<file path="config.mk">
export PLATFORM = sky130hd
export DESIGN_NAME = key_combo_channel
export DESIGN_NICKNAME = d
export VERILOG_FILES = /design/src/rtl/combo_pkg.sv /design/src/rtl/combo_key_merge.sv /design/src/rtl/combo_det_fsm.sv /design/src/rtl/combo_action.sv /design/src/rtl/key_combo_channel.sv
export SDC_FILE = /design/constraint.sdc
export NUM_CORES = 1
export LEC_CHECK = 0
export ABC_AREA = 1
export BUFFER_PORTS_ARGS = -buffer_cell sky130_fd_sc_hd__buf_4
export CORE_ASPECT_RATIO = 0.7
export CORE_MARGIN = 4
export CORE_UTILIZATION = 35
export CTS_CLUSTER_SIZE = 16
export DETAILED_ROUTE_END_ITERATION = 10
export GPL_TIMING_DRIVEN = 0
export HOLD_SLACK_MARGIN = 0.02
export PLACE_DENSITY_LB_ADDON = 0.3
export SETUP_SLACK_MARGIN = 0.05
export SLEW_MARGIN = 20
export SYNTH_ARGS = -nofsm -noshare
export SYNTH_HDL_FRONTEND = slang
export SYNTH_SLANG_ARGS = --single-unit
</file>
<file path="constraint.sdc">
create_clock -name clk -period 5.75 [get_ports clk]
set_input_delay 0.2875 -clock clk [delete_from_list [all_inputs] [get_ports clk]]
set_output_delay 0.2875 -clock clk [all_outputs]
set_load 0.005 [all_outputs]
</file>
<file path="src/rtl/combo_pkg.sv">
package combo_pkg;

    typedef enum logic [1:0] {
        ST_IDLE,
        ST_DEBOUNCE,
        ST_HOLD,
        ST_DONE
    } det_state_t;

    localparam int NUM_ACT    = 4;
    localparam int ACT_BAT    = 0;
    localparam int ACT_IRQ    = 1;
    localparam int ACT_ECRST  = 2;
    localparam int ACT_SYSRST = 3;

endpackage

</file>
<file path="src/rtl/combo_key_merge.sv">
module combo_key_merge #(
    parameter int NUM_KEYS = 4
) (
    input  logic [NUM_KEYS-1:0] keys_n,
    input  logic [NUM_KEYS-1:0] trig_sel,
    input  logic [NUM_KEYS-1:0] pre_sel,
    output logic                trig_n,
    output logic                pre_n,
    output logic                trig_any,
    output logic                pre_any
);

    logic [NUM_KEYS-1:0] trig_bits;
    logic [NUM_KEYS-1:0] pre_bits;

    // A masked-out key contributes 0, so it never holds the merged line high.
    for (genvar k = 0; k < NUM_KEYS; k++) begin : g_mask
        assign trig_bits[k] = keys_n[k] & trig_sel[k];
        assign pre_bits[k]  = keys_n[k] & pre_sel[k];
    end

    assign trig_n   = |trig_bits;
    assign pre_n    = |pre_bits;
    assign trig_any = |trig_sel;
    assign pre_any  = |pre_sel;

endmodule

</file>
<file path="src/rtl/combo_det_fsm.sv">
module combo_det_fsm
    import combo_pkg::*;
#(
    parameter int CNT_W    = 32,
    parameter bit EDGE_ARM = 1'b1
) (
    input  logic             clk,
    input  logic             rst_n,
    input  logic             en,
    input  logic             sig_n,
    input  logic [CNT_W-1:0] deb_cycles,
    input  logic [CNT_W-1:0] hold_cycles,
    output logic             done_o
);

    det_state_t       state, state_nxt;
    logic [CNT_W-1:0] timer, timer_nxt;
    logic [CNT_W:0]   timer_inc;
    logic             arm;

    assign timer_inc = {1'b0, timer} + {{CNT_W{1'b0}}, 1'b1};

    // Arm condition: a falling edge for the combo, a low level for the pre-condition.
    if (EDGE_ARM) begin : g_edge
        logic prev_n;
        always_ff @(posedge clk or negedge rst_n) begin
            if (!rst_n) prev_n <= 1'b1;
            else        prev_n <= sig_n;
        end
        assign arm = prev_n & ~sig_n;


        no_arm_without_edge_chk: assert property (@(posedge clk) disable iff (!rst_n)
            (state == ST_IDLE && !(prev_n && !sig_n)) |=> (state == ST_IDLE));
    end else begin : g_level
        assign arm = ~sig_n;
    end

    // State register.
    always_ff @(posedge clk or negedge rst_n) begin
        if (!rst_n) begin
            state <= ST_IDLE;
            timer <= '0;
        end else begin
            state <= state_nxt;
            timer <= timer_nxt;
        end
    end

    // Transitions.
    always_comb begin
        state_nxt = state;
        timer_nxt = timer;
        unique case (state)
            ST_IDLE: begin
                timer_nxt = '0;
                if (arm) state_nxt = ST_DEBOUNCE;
            end
            ST_DEBOUNCE: begin
                // Only the window-closing sample matters.
                if (timer >= deb_cycles) begin
                    timer_nxt = '0;
                    state_nxt = sig_n ? ST_IDLE : ST_HOLD;
                end else begin
                    timer_nxt = timer_inc[CNT_W-1:0];
                end
            end
            ST_HOLD: begin
                if (sig_n) begin
                    timer_nxt = '0;
                    state_nxt = ST_IDLE;
                end else if (timer_inc >= {1'b0, hold_cycles}) begin
                    timer_nxt = '0;
                    state_nxt = ST_DONE;
                end else begin
                    timer_nxt = timer_inc[CNT_W-1:0];
                end
            end
            ST_DONE: begin
                if (sig_n) state_nxt = ST_IDLE;
            end
        endcase
        if (!en) begin
            state_nxt = ST_IDLE;
            timer_nxt = '0;
        end
    end

    // Outputs.
    if (EDGE_ARM) begin : g_pulse
        always_comb begin
            done_o = (state == ST_HOLD) && (state_nxt == ST_DONE);
        end
    end else begin : g_lvl
        always_comb begin
            done_o = en && (state == ST_DONE) && !sig_n;
        end
    end


    en_drop_idle_chk: assert property (@(posedge clk) disable iff (!rst_n)
        !en |=> (state == ST_IDLE));


    hold_abort_chk: assert property (@(posedge clk) disable iff (!rst_n)
        (state == ST_HOLD && sig_n) |=> (state == ST_IDLE));


    deb_window_chk: assert property (@(posedge clk) disable iff (!rst_n)
        (state == ST_DEBOUNCE && en && timer < deb_cycles) |=> (state == ST_DEBOUNCE));

endmodule

</file>
<file path="src/rtl/combo_action.sv">
module combo_action
    import combo_pkg::*;
(
    input  logic               clk,
    input  logic               rst_n,
    input  logic               fire,
    input  logic [NUM_ACT-1:0] act_en,
    output logic               bat_disable_o,
    output logic               irq_o,
    output logic               wake_o,
    output logic               ec_rst_req_o,
    output logic               sys_rst_req_o,
    output logic               hit_status_o
);

    always_ff @(posedge clk or negedge rst_n) begin
        if (!rst_n) begin
            bat_disable_o <= 1'b0;
            irq_o         <= 1'b0;
            wake_o        <= 1'b0;
            ec_rst_req_o  <= 1'b0;
            sys_rst_req_o <= 1'b0;
            hit_status_o  <= 1'b0;
        end else begin
            irq_o        <= fire & act_en[ACT_IRQ];
            wake_o       <= fire & act_en[ACT_IRQ];
            ec_rst_req_o <= fire & act_en[ACT_ECRST];
            if (fire) begin
                hit_status_o <= 1'b1;
                if (act_en[ACT_BAT])    bat_disable_o <= 1'b1;
                if (act_en[ACT_SYSRST]) sys_rst_req_o <= 1'b1;
            end
        end
    end


    bat_sticky_chk: assert property (@(posedge clk) disable iff (!rst_n)
        bat_disable_o |=> bat_disable_o);


    sys_sticky_chk: assert property (@(posedge clk) disable iff (!rst_n)
        sys_rst_req_o |=> sys_rst_req_o);


    irq_pulse_chk: assert property (@(posedge clk) disable iff (!rst_n)
        irq_o |=> !irq_o);


    status_on_irq_chk: assert property (@(posedge clk) disable iff (!rst_n)
        irq_o |-> hit_status_o);

endmodule

</file>
<file path="src/rtl/key_combo_channel.sv">
module key_combo_channel
    import combo_pkg::*;
#(
    parameter int NUM_KEYS = 4,
    parameter int CNT_W    = 32
) (
    input  logic                clk,
    input  logic                rst_n,
    input  logic [NUM_KEYS-1:0] keys_n,
    input  logic [NUM_KEYS-1:0] trig_sel,
    input  logic [NUM_KEYS-1:0] pre_sel,
    input  logic [CNT_W-1:0]    deb_cycles,
    input  logic [CNT_W-1:0]    pre_hold_cycles,
    input  logic [CNT_W-1:0]    combo_hold_cycles,
    input  logic [NUM_ACT-1:0]  act_en,
    output logic                bat_disable_o,
    output logic                irq_o,
    output logic                wake_o,
    output logic                ec_rst_req_o,
    output logic                sys_rst_req_o,
    output logic                hit_status_o
);

    logic trig_n, pre_n, trig_any, pre_any;
    logic pre_met, pre_ok, combo_en, combo_fire;

    combo_key_merge #(.NUM_KEYS(NUM_KEYS)) u_merge (
        .keys_n   (keys_n),
        .trig_sel (trig_sel),
        .pre_sel  (pre_sel),
        .trig_n   (trig_n),
        .pre_n    (pre_n),
        .trig_any (trig_any),
        .pre_any  (pre_any)
    );

    combo_det_fsm #(.CNT_W(CNT_W), .EDGE_ARM(1'b0)) u_pre_det (
        .clk         (clk),
        .rst_n       (rst_n),
        .en          (pre_any),
        .sig_n       (pre_n),
        .deb_cycles  (deb_cycles),
        .hold_cycles (pre_hold_cycles),
        .done_o      (pre_met)
    );

    assign pre_ok   = !pre_any || pre_met;
    assign combo_en = pre_ok && trig_any;

    combo_det_fsm #(.CNT_W(CNT_W), .EDGE_ARM(1'b1)) u_combo_det (
        .clk         (clk),
        .rst_n       (rst_n),
        .en          (combo_en),
        .sig_n       (trig_n),
        .deb_cycles  (deb_cycles),
        .hold_cycles (combo_hold_cycles),
        .done_o      (combo_fire)
    );

    combo_action u_action (
        .clk           (clk),
        .rst_n         (rst_n),
        .fire          (combo_fire),
        .act_en        (act_en),
        .bat_disable_o (bat_disable_o),
        .irq_o         (irq_o),
        .wake_o        (wake_o),
        .ec_rst_req_o  (ec_rst_req_o),
        .sys_rst_req_o (sys_rst_req_o),
        .hit_status_o  (hit_status_o)
    );


    trig_none_chk: assert property (@(posedge clk) disable iff (!rst_n)
        $rose(hit_status_o) |-> $past(trig_sel != '0));


    pre_gate_chk: assert property (@(posedge clk) disable iff (!rst_n)
        combo_fire |-> (!pre_any || !pre_n));

endmodule

</file>
==> results of run 1 <==
-- final cells by class --
cell class                      instances  area, um^2  area share
Multi-Input combinational cell        966        5793      0.5644
Tap cell                              318       397.9     0.03876
Buffer                                 22       108.9     0.01060
Clock buffer                           13       250.2     0.02438
Inverter                              253       949.7     0.09252
Sequential cell                        74        1853      0.1805
Timing Repair Buffer                  119       897.1     0.08740
Clock inverter                          3       15.01    0.001463
-- metal layers --
layer / global-route usage / share of wire
met1: 0.3020 / 0.51
met2: 0.2655 / 0.40
met3: 0.04513 / 0.083
met4: 0.02607 / 0.0061
met5: 0 / 0
-- stage by stage --
stage                     std cells  setup slack [ns]  hold WS (ns)  power, mW
after global placement         1752             1.338        0.4483      1.029
after detailed placement       1752             1.330        0.4563      1.036
after CTS                      1768             1.312        0.1357      1.572
final                          1768             1.172      -0.02502      1.555
after global routing           1768            0.7401       0.03818      1.663
after floorplan                1315             2.353     -0.008091     0.8423
-- cells in the mapped netlist (4+ instances only) --
library cell  count
a21oi_1          58
clkbuf_1         14
dfrtp_1          73
ha_1            138
inv_1           245
inv_2             7
nand2_1         346
nand2_2           4
nand3_1          49
nand3b_1          4
nand4_1          58
nor2_1          120
nor2_2            9
nor3_1           25
nor3_2            5
nor4_1            8
o21a_1            5
o21ai_0          30
o21ai_2           6
o22ai_1          13
o22ai_2           4
xor2_1           44
-- kinds of logic after synthesis --
group                      after synthesis
buffers and inverters                  275
and+or+nand+nor                        648
AOI/OAI and AO/OA                      134
xor gates and xnor gates                46
DFF                                     74
adders and majority gates              138
-- sequential cells by signal (all words and copies together), names as in the netlist --
name and cells:
u_action.irq_o 1, u_pre_det.timer 32, u_pre_det.state 2, u_action.ec_rst_req_o 1
u_combo_det.state 2, u_action.bat_disable_o 1, u_action.hit_status_o 1, u_action.sys_rst_req_o 1
u_combo_det.g_edge.prev_n 1, u_combo_det.timer 32
-- path summary, 6_finish.rpt --
path | start | end | cells after the start
hold reg to reg | u_action.bat_disable_o$_DFFE_PN0P_ | u_action.bat_disable_o$_DFFE_PN0P_ | 2
max in group asynchronous | rst_n | u_combo_det.timer[27]$_DFFE_PN0P_ | 1
hold / removal | rst_n | u_action.hit_status_o$_DFFE_PN0P_ | 1
min in group clk | act_en[3] | u_action.sys_rst_req_o$_DFFE_PN0P_ | 3
setup reg to reg | u_pre_det.timer[0]$_DFFE_PN0P_ | u_pre_det.timer[25]$_DFFE_PN0P_ | 23
setup / recovery | u_pre_det.timer[0]$_DFFE_PN0P_ | u_pre_det.timer[25]$_DFFE_PN0P_ | 23
-- power groups by stage --
stage / logic (mW) / clock network, mW / registers, mW
floorplan: 0.293 / 0 / 0.550
global placement: 0.477 / 0 / 0.552
detailed placement: 0.484 / 0 / 0.552
CTS: 0.487 / 0.543 / 0.543
global route: 0.551 / 0.568 / 0.544
finish: 0.489 / 0.524 / 0.543
-- critical path: stages (launching register included) --
cell	delay, ns
dfrtp_1	0.42
ha_1	0.20
nand2_1	0.12
nor3_2	0.34
nand2_1	0.16
nor3_2	0.19
inv_2	0.07
nor2_2	0.18
nand2_1	0.15
nor2_1	0.11
inv_1	0.06
o22ai_1	0.20
inv_1	0.08
ha_1	0.34
nand2_1	0.06
nor2_1	0.16
nand4_1	0.17
nor4b_1	0.46
nand4_1	0.36
nand4_2	0.22
nand2_4	0.13
buf_6	0.17
nand2_1	0.06
nand2_1	0.04
==> flow_metrics.tcl, run 1 <==
set metrics [dict create \
    synth.top_cell.area_share 0.2099 \
    arrival_ns 4.81 \
    synthMuxAreaShare 0 \
    clk_pin_slew_ns 0.06 \
    hpwlAfterDp_um 22180 \
    slew_violations 0 \
    setup_total_negative_slack_ns 0 \
    yosys.area.top_type "dfrtp_1" \
    cts-resized-gates 0 \
    route.vias.total 8792 \
    maxSlewHeadroom 0.4614 \
    synthesis.area_um2 8705 \
    initial_utilization 0.3619 \
    area_growth_pct 17.92 \
    synth-edff-count 0 \
    seq_area_frac_synth 0.2129 \
    clock_skew_ns 0.01150 \
    post-route-util 0.4268 \
    cp_max_fo 10 \
    final_cell_mix "nand2_1 (346), inv_1 (245), ha_1 (138)" \
    die-width_um 196.5 \
    io_pins 120 \
    status "finished, violations left" \
    critPathKind "flop to flop" \
    intPower_mw 0.9912 \
    place_congestion 0.9721 \
    grt_pass1_vias 8209 \
    rows 47 \
    pwr-share-comb 0.314 \
    pwr-share-seq 0.349 \
    coreArea_um2 24050 \
    setup_viol 0 \
    required_ns 5.98 \
    synth_xor_area_frac 0.04628 \
    min_period_ns 4.578 \
    placed_cell_area_um2 9996 \
    die-area_um2 27500 \
    final_common_cell "nand2_1" \
    dr.pass1.iters 6 \
    ys_ff_latch 74 \
    switching_share 0.3626 \
    syn_nets 1567 \
    synthTopCellsByArea "dfrtp_1 (21%), ha_1 (20%), nand2_1 (15%), inv_1 (11%), nor2_1 (5.2%)" \
    r2r_setup_slack_ns 1.17 \
    die_h_um 139.9 \
    nets 1697 \
    antenna_found_initial 0 \
    p_leak_nw 5.797 \
    cp-end-kind "flop" \
    clockRootBuffer "clkbuf_16" \
    max_freq_mhz 218.5 \
    synth_compound_area_frac 0.09099 \
    switching_power_mw 0.5639 \
    numCtsBuffers 9 \
    clock_latency_ns 0.34 \
    synth_cell_types 48 \
    numPortBuffers 119 \
    antenna_cells 0 \
    worst_pin_slew_ns 0.8005 \
    grt_pass1_wl_um 42490 \
    fillers 2555 \
    h-tree-depth 3 \
    drc 0 \
    drt_iter0_drc 710 \
    ctsLongestPathBuffers 2 \
    drive_gt1_frac 0.1283 \
    start_kind "flop" \
    wirelength_um 26550 \
    synthArstFlopShare 1.000 \
    timing.hold.ws_ns -0.02502 \
    grt.overflow.total 0 \
    vias_per_cell 4.973 \
    failed_checks "negative hold slack" \
    min_path_type "primary input to async pin" \
    ir_worst_vdd_mv 0.1382 \
    synth_top_family_by_area "simple AND/OR/NAND/NOR gates" \
    cellPowerDensity_nw_per_um2 151.5 \
    synth_fa_ha_area_frac 0.1984 \
    finalHoldViolCount 20 \
    synthFlopType "dfrtp_1" \
    post-route-period-util 0.7961 \
    syn_inst 1315 \
    maxCapViolations 0 \
    grt_max_degree 75 \
    cts_setup_buffers 0 \
    clkPwrFrac 0.337 \
    drtAntennaViolNets 0 \
    cts_tree "done" \
    rsz0062_at_grt "false" \
    gr-usage-all-layers 0.1907 \
    fin_area_um2 10260 \
    postCtsHoldBufs 0 \
    avgSynthCellArea_um2 6.619 \
    yosys_warnings 0 \
    post_drt_wl_per_cell_um 15.02 \
    clock-sinks 74 \
    synth-simple-area-share 0.3299 \
]
Note: power is estimated with default switching activity, not from simulation.
==> run 2, diff against run 1 <==
==> constraint.sdc (replaced) <==
create_clock -name clk -period 3.8 [get_ports clk]
set_input_delay 0.19 -clock clk [delete_from_list [all_inputs] [get_ports clk]]
set_output_delay 0.19 -clock clk [all_outputs]
set_load 0.005 [all_outputs]
==> flow_metrics.tcl, run 2 (synthesis gave the netlist of run 1 again) <==
set metrics [dict create \
    area_growth_pct 30.83 \
    critPathKind "flop to flop" \
    post-route-util 0.4735 \
    reg2reg_depth 25 \
    cts_tree "done" \
    initial_utilization 0.3619 \
    ctsLongestPathBuffers 2 \
    post_drt_wl_per_cell_um 15.41 \
    clock_skew_ns 0.01062 \
    finalHoldViolCount 0 \
    p_leak_nw 6.350 \
    cp_max_fo 5 \
    cp-startpoint "u_pre_det.timer[1]$_DFFE_PN0P_" \
    antenna_cells 0 \
    dr.pass1.iters 6 \
    min_period_ns 3.780 \
    die_h_um 139.9 \
    final_common_cell "nand2_1" \
    reg.largest.list "u_combo_det.timer (32), u_pre_det.timer (32)" \
    r2r_setup_slack_ns 0.02 \
    coreArea_um2 24050 \
    drc 0 \
    start_kind "flop" \
    antenna_found_initial 0 \
    setup_total_negative_slack_ns 0 \
    grt.overflow.total 0 \
    hpwlAfterDp_um 22180 \
    clock_latency_ns 0.35 \
    grt_pass1_vias 8445 \
    ir_worst_vdd_mv 0.2146 \
    final_cell_mix "nand2_1 (320), inv_1 (238), buf_4 (174)" \
    slew_violations 0 \
    grt_max_degree 75 \
    vias_per_cell 4.975 \
    r2r_end "u_pre_det.timer[31]$_DFFE_PN0P_" \
    min_path_type "primary input to flop" \
    arrival_ns 4.01 \
    numCtsBuffers 9 \
    setup_viol 0 \
    gr-usage-all-layers 0.1937 \
    status "complete, no violations" \
    io_pins 120 \
    nets 1761 \
    drive_gt1_frac 0.2252 \
    cp-end-kind "flop" \
    required_ns 4.03 \
    max_freq_mhz 264.6 \
    dp_cells 1752 \
    post-route-period-util 0.9947 \
    wirelength_um 28240 \
    numPortBuffers 119 \
    worstSetupEndpoint "u_pre_det.timer[31]$_DFFE_PN0P_" \
    maxSlewHeadroom 0.4711 \
    clk_pin_slew_ns 0.05 \
    p_total_mw 2.516 \
    h-tree-depth 3 \
    die-width_um 196.5 \
    maxCapViolations 0 \
    route.vias.total 9115 \
    cellPowerDensity_nw_per_um2 220.9 \
    rsz0062_at_grt "true" \
    worst_pin_slew_ns 0.7869 \
    drt_iter0_drc 677 \
    drtAntennaViolNets 0 \
    clock-sinks 74 \
    r2r-start "u_pre_det.timer[1]$_DFFE_PN0P_" \
    die-area_um2 27500 \
    grt_pass1_wl_um 43300 \
    rows 47 \
    clockRootBuffer "clkbuf_16" \
    finalNonFillerCells 1832 \
    place_congestion 0.9721 \
]
## run 2: cell types whose count changed in the layout (fill, tap and decap cells not counted), sizes merged
cell,before,now
buf,127,190
dlygate4sd3,0,1
## run 2: routing by layer
metal | vias up | GRT usage | wire length [um]
li1 | 4635 | - | -
met1 | 4198 | 0.3001 | 14090
met2 | 258 | 0.2754 | 11850
met3 | 24 | 0.04897 | 2105
met4 | 0 | 0.02681 | 185
met5 | - | 0 | 0
## run 2: timing repair
item | in CTS | in global routing
pin swaps | 9 | 62
buffers inserted | 12 | 48
gates resized for setup | 42 | 106
endpoints found under the setup margin | 73 | 73
hold buffers | 0 | 1
gates cloned | 0 | 3
hold endpoints to repair | 0 | 73
## run 2: power breakdown
part	leakage (nW)	switching (mW)	internal (mW)
registers	1.01	0.0162	0.804
clock network	0.133	0.344	0.458
logic	5.21	0.563	0.332
total	6.35	0.923	1.59
## run 2: final cells by class
cell class,instances,area (um^2)
plain buffers,22,136.4
clock buffers,13,250.2
clock inverters,3,15.01
fillers,2460,12660
inverters,253,959.7
multi-input cells,966,6331
flip-flops and latches,74,1862
well taps,318,397.9
repair buffers,183,1436
## run 2: how the worst min path moves through the flow
stage / startpoint / endpoint / slack, ns / depth (start not counted)
global route: act_en[0] / u_action.bat_disable_o$_DFFE_PN0P_ / 0.05 / 3
detailed placement: act_en[3] / u_action.sys_rst_req_o$_DFFE_PN0P_ / 0.39 / 3
floorplan: rst_n / u_action.bat_disable_o$_DFFE_PN0P_ / -0.11 / 0
CTS: act_en[3] / u_action.sys_rst_req_o$_DFFE_PN0P_ / 0.04 / 3
finish: act_en[3] / u_action.sys_rst_req_o$_DFFE_PN0P_ / 0.05 / 3
global placement: act_en[0] / u_action.bat_disable_o$_DFFE_PN0P_ / 0.39 / 3
## run 2: worst max-delay path, stage by stage (launching register included)
cell and delay, ns:
dfrtp_1 0.36, buf_6 0.11, ha_4 0.14, nand2_4 0.06, nor3_4 0.20, nand2_2 0.11
nor3_4 0.15, inv_2 0.08, nor2_4 0.17, nand2_4 0.11, nor2_4 0.12, inv_2 0.06
o22ai_4 0.13, inv_2 0.07, ha_4 0.29, nand2_4 0.05, nor2_4 0.10, nand4_1 0.16
nor4b_2 0.34, nand4_1 0.20, buf_6 0.18, nand4_4 0.09, nand2_4 0.10, clkbuf_16 0.18
nand2_2 0.05, nand2_1 0.04
## run 2: metrics by stage
stage          hold slack, ns  instance area (um^2)  worst slack [ns]
3_3_place_gp           0.3948                  9996           -0.6125
2_1_floorplan         -0.1056                  8705            0.4031
4_1_cts               0.03817                 10530           0.06174
6_report              0.04606                 11390           0.02009
3_5_place_dp           0.3934                  9996           -0.6197
5_1_grt               0.04751                 11390           -0.1340
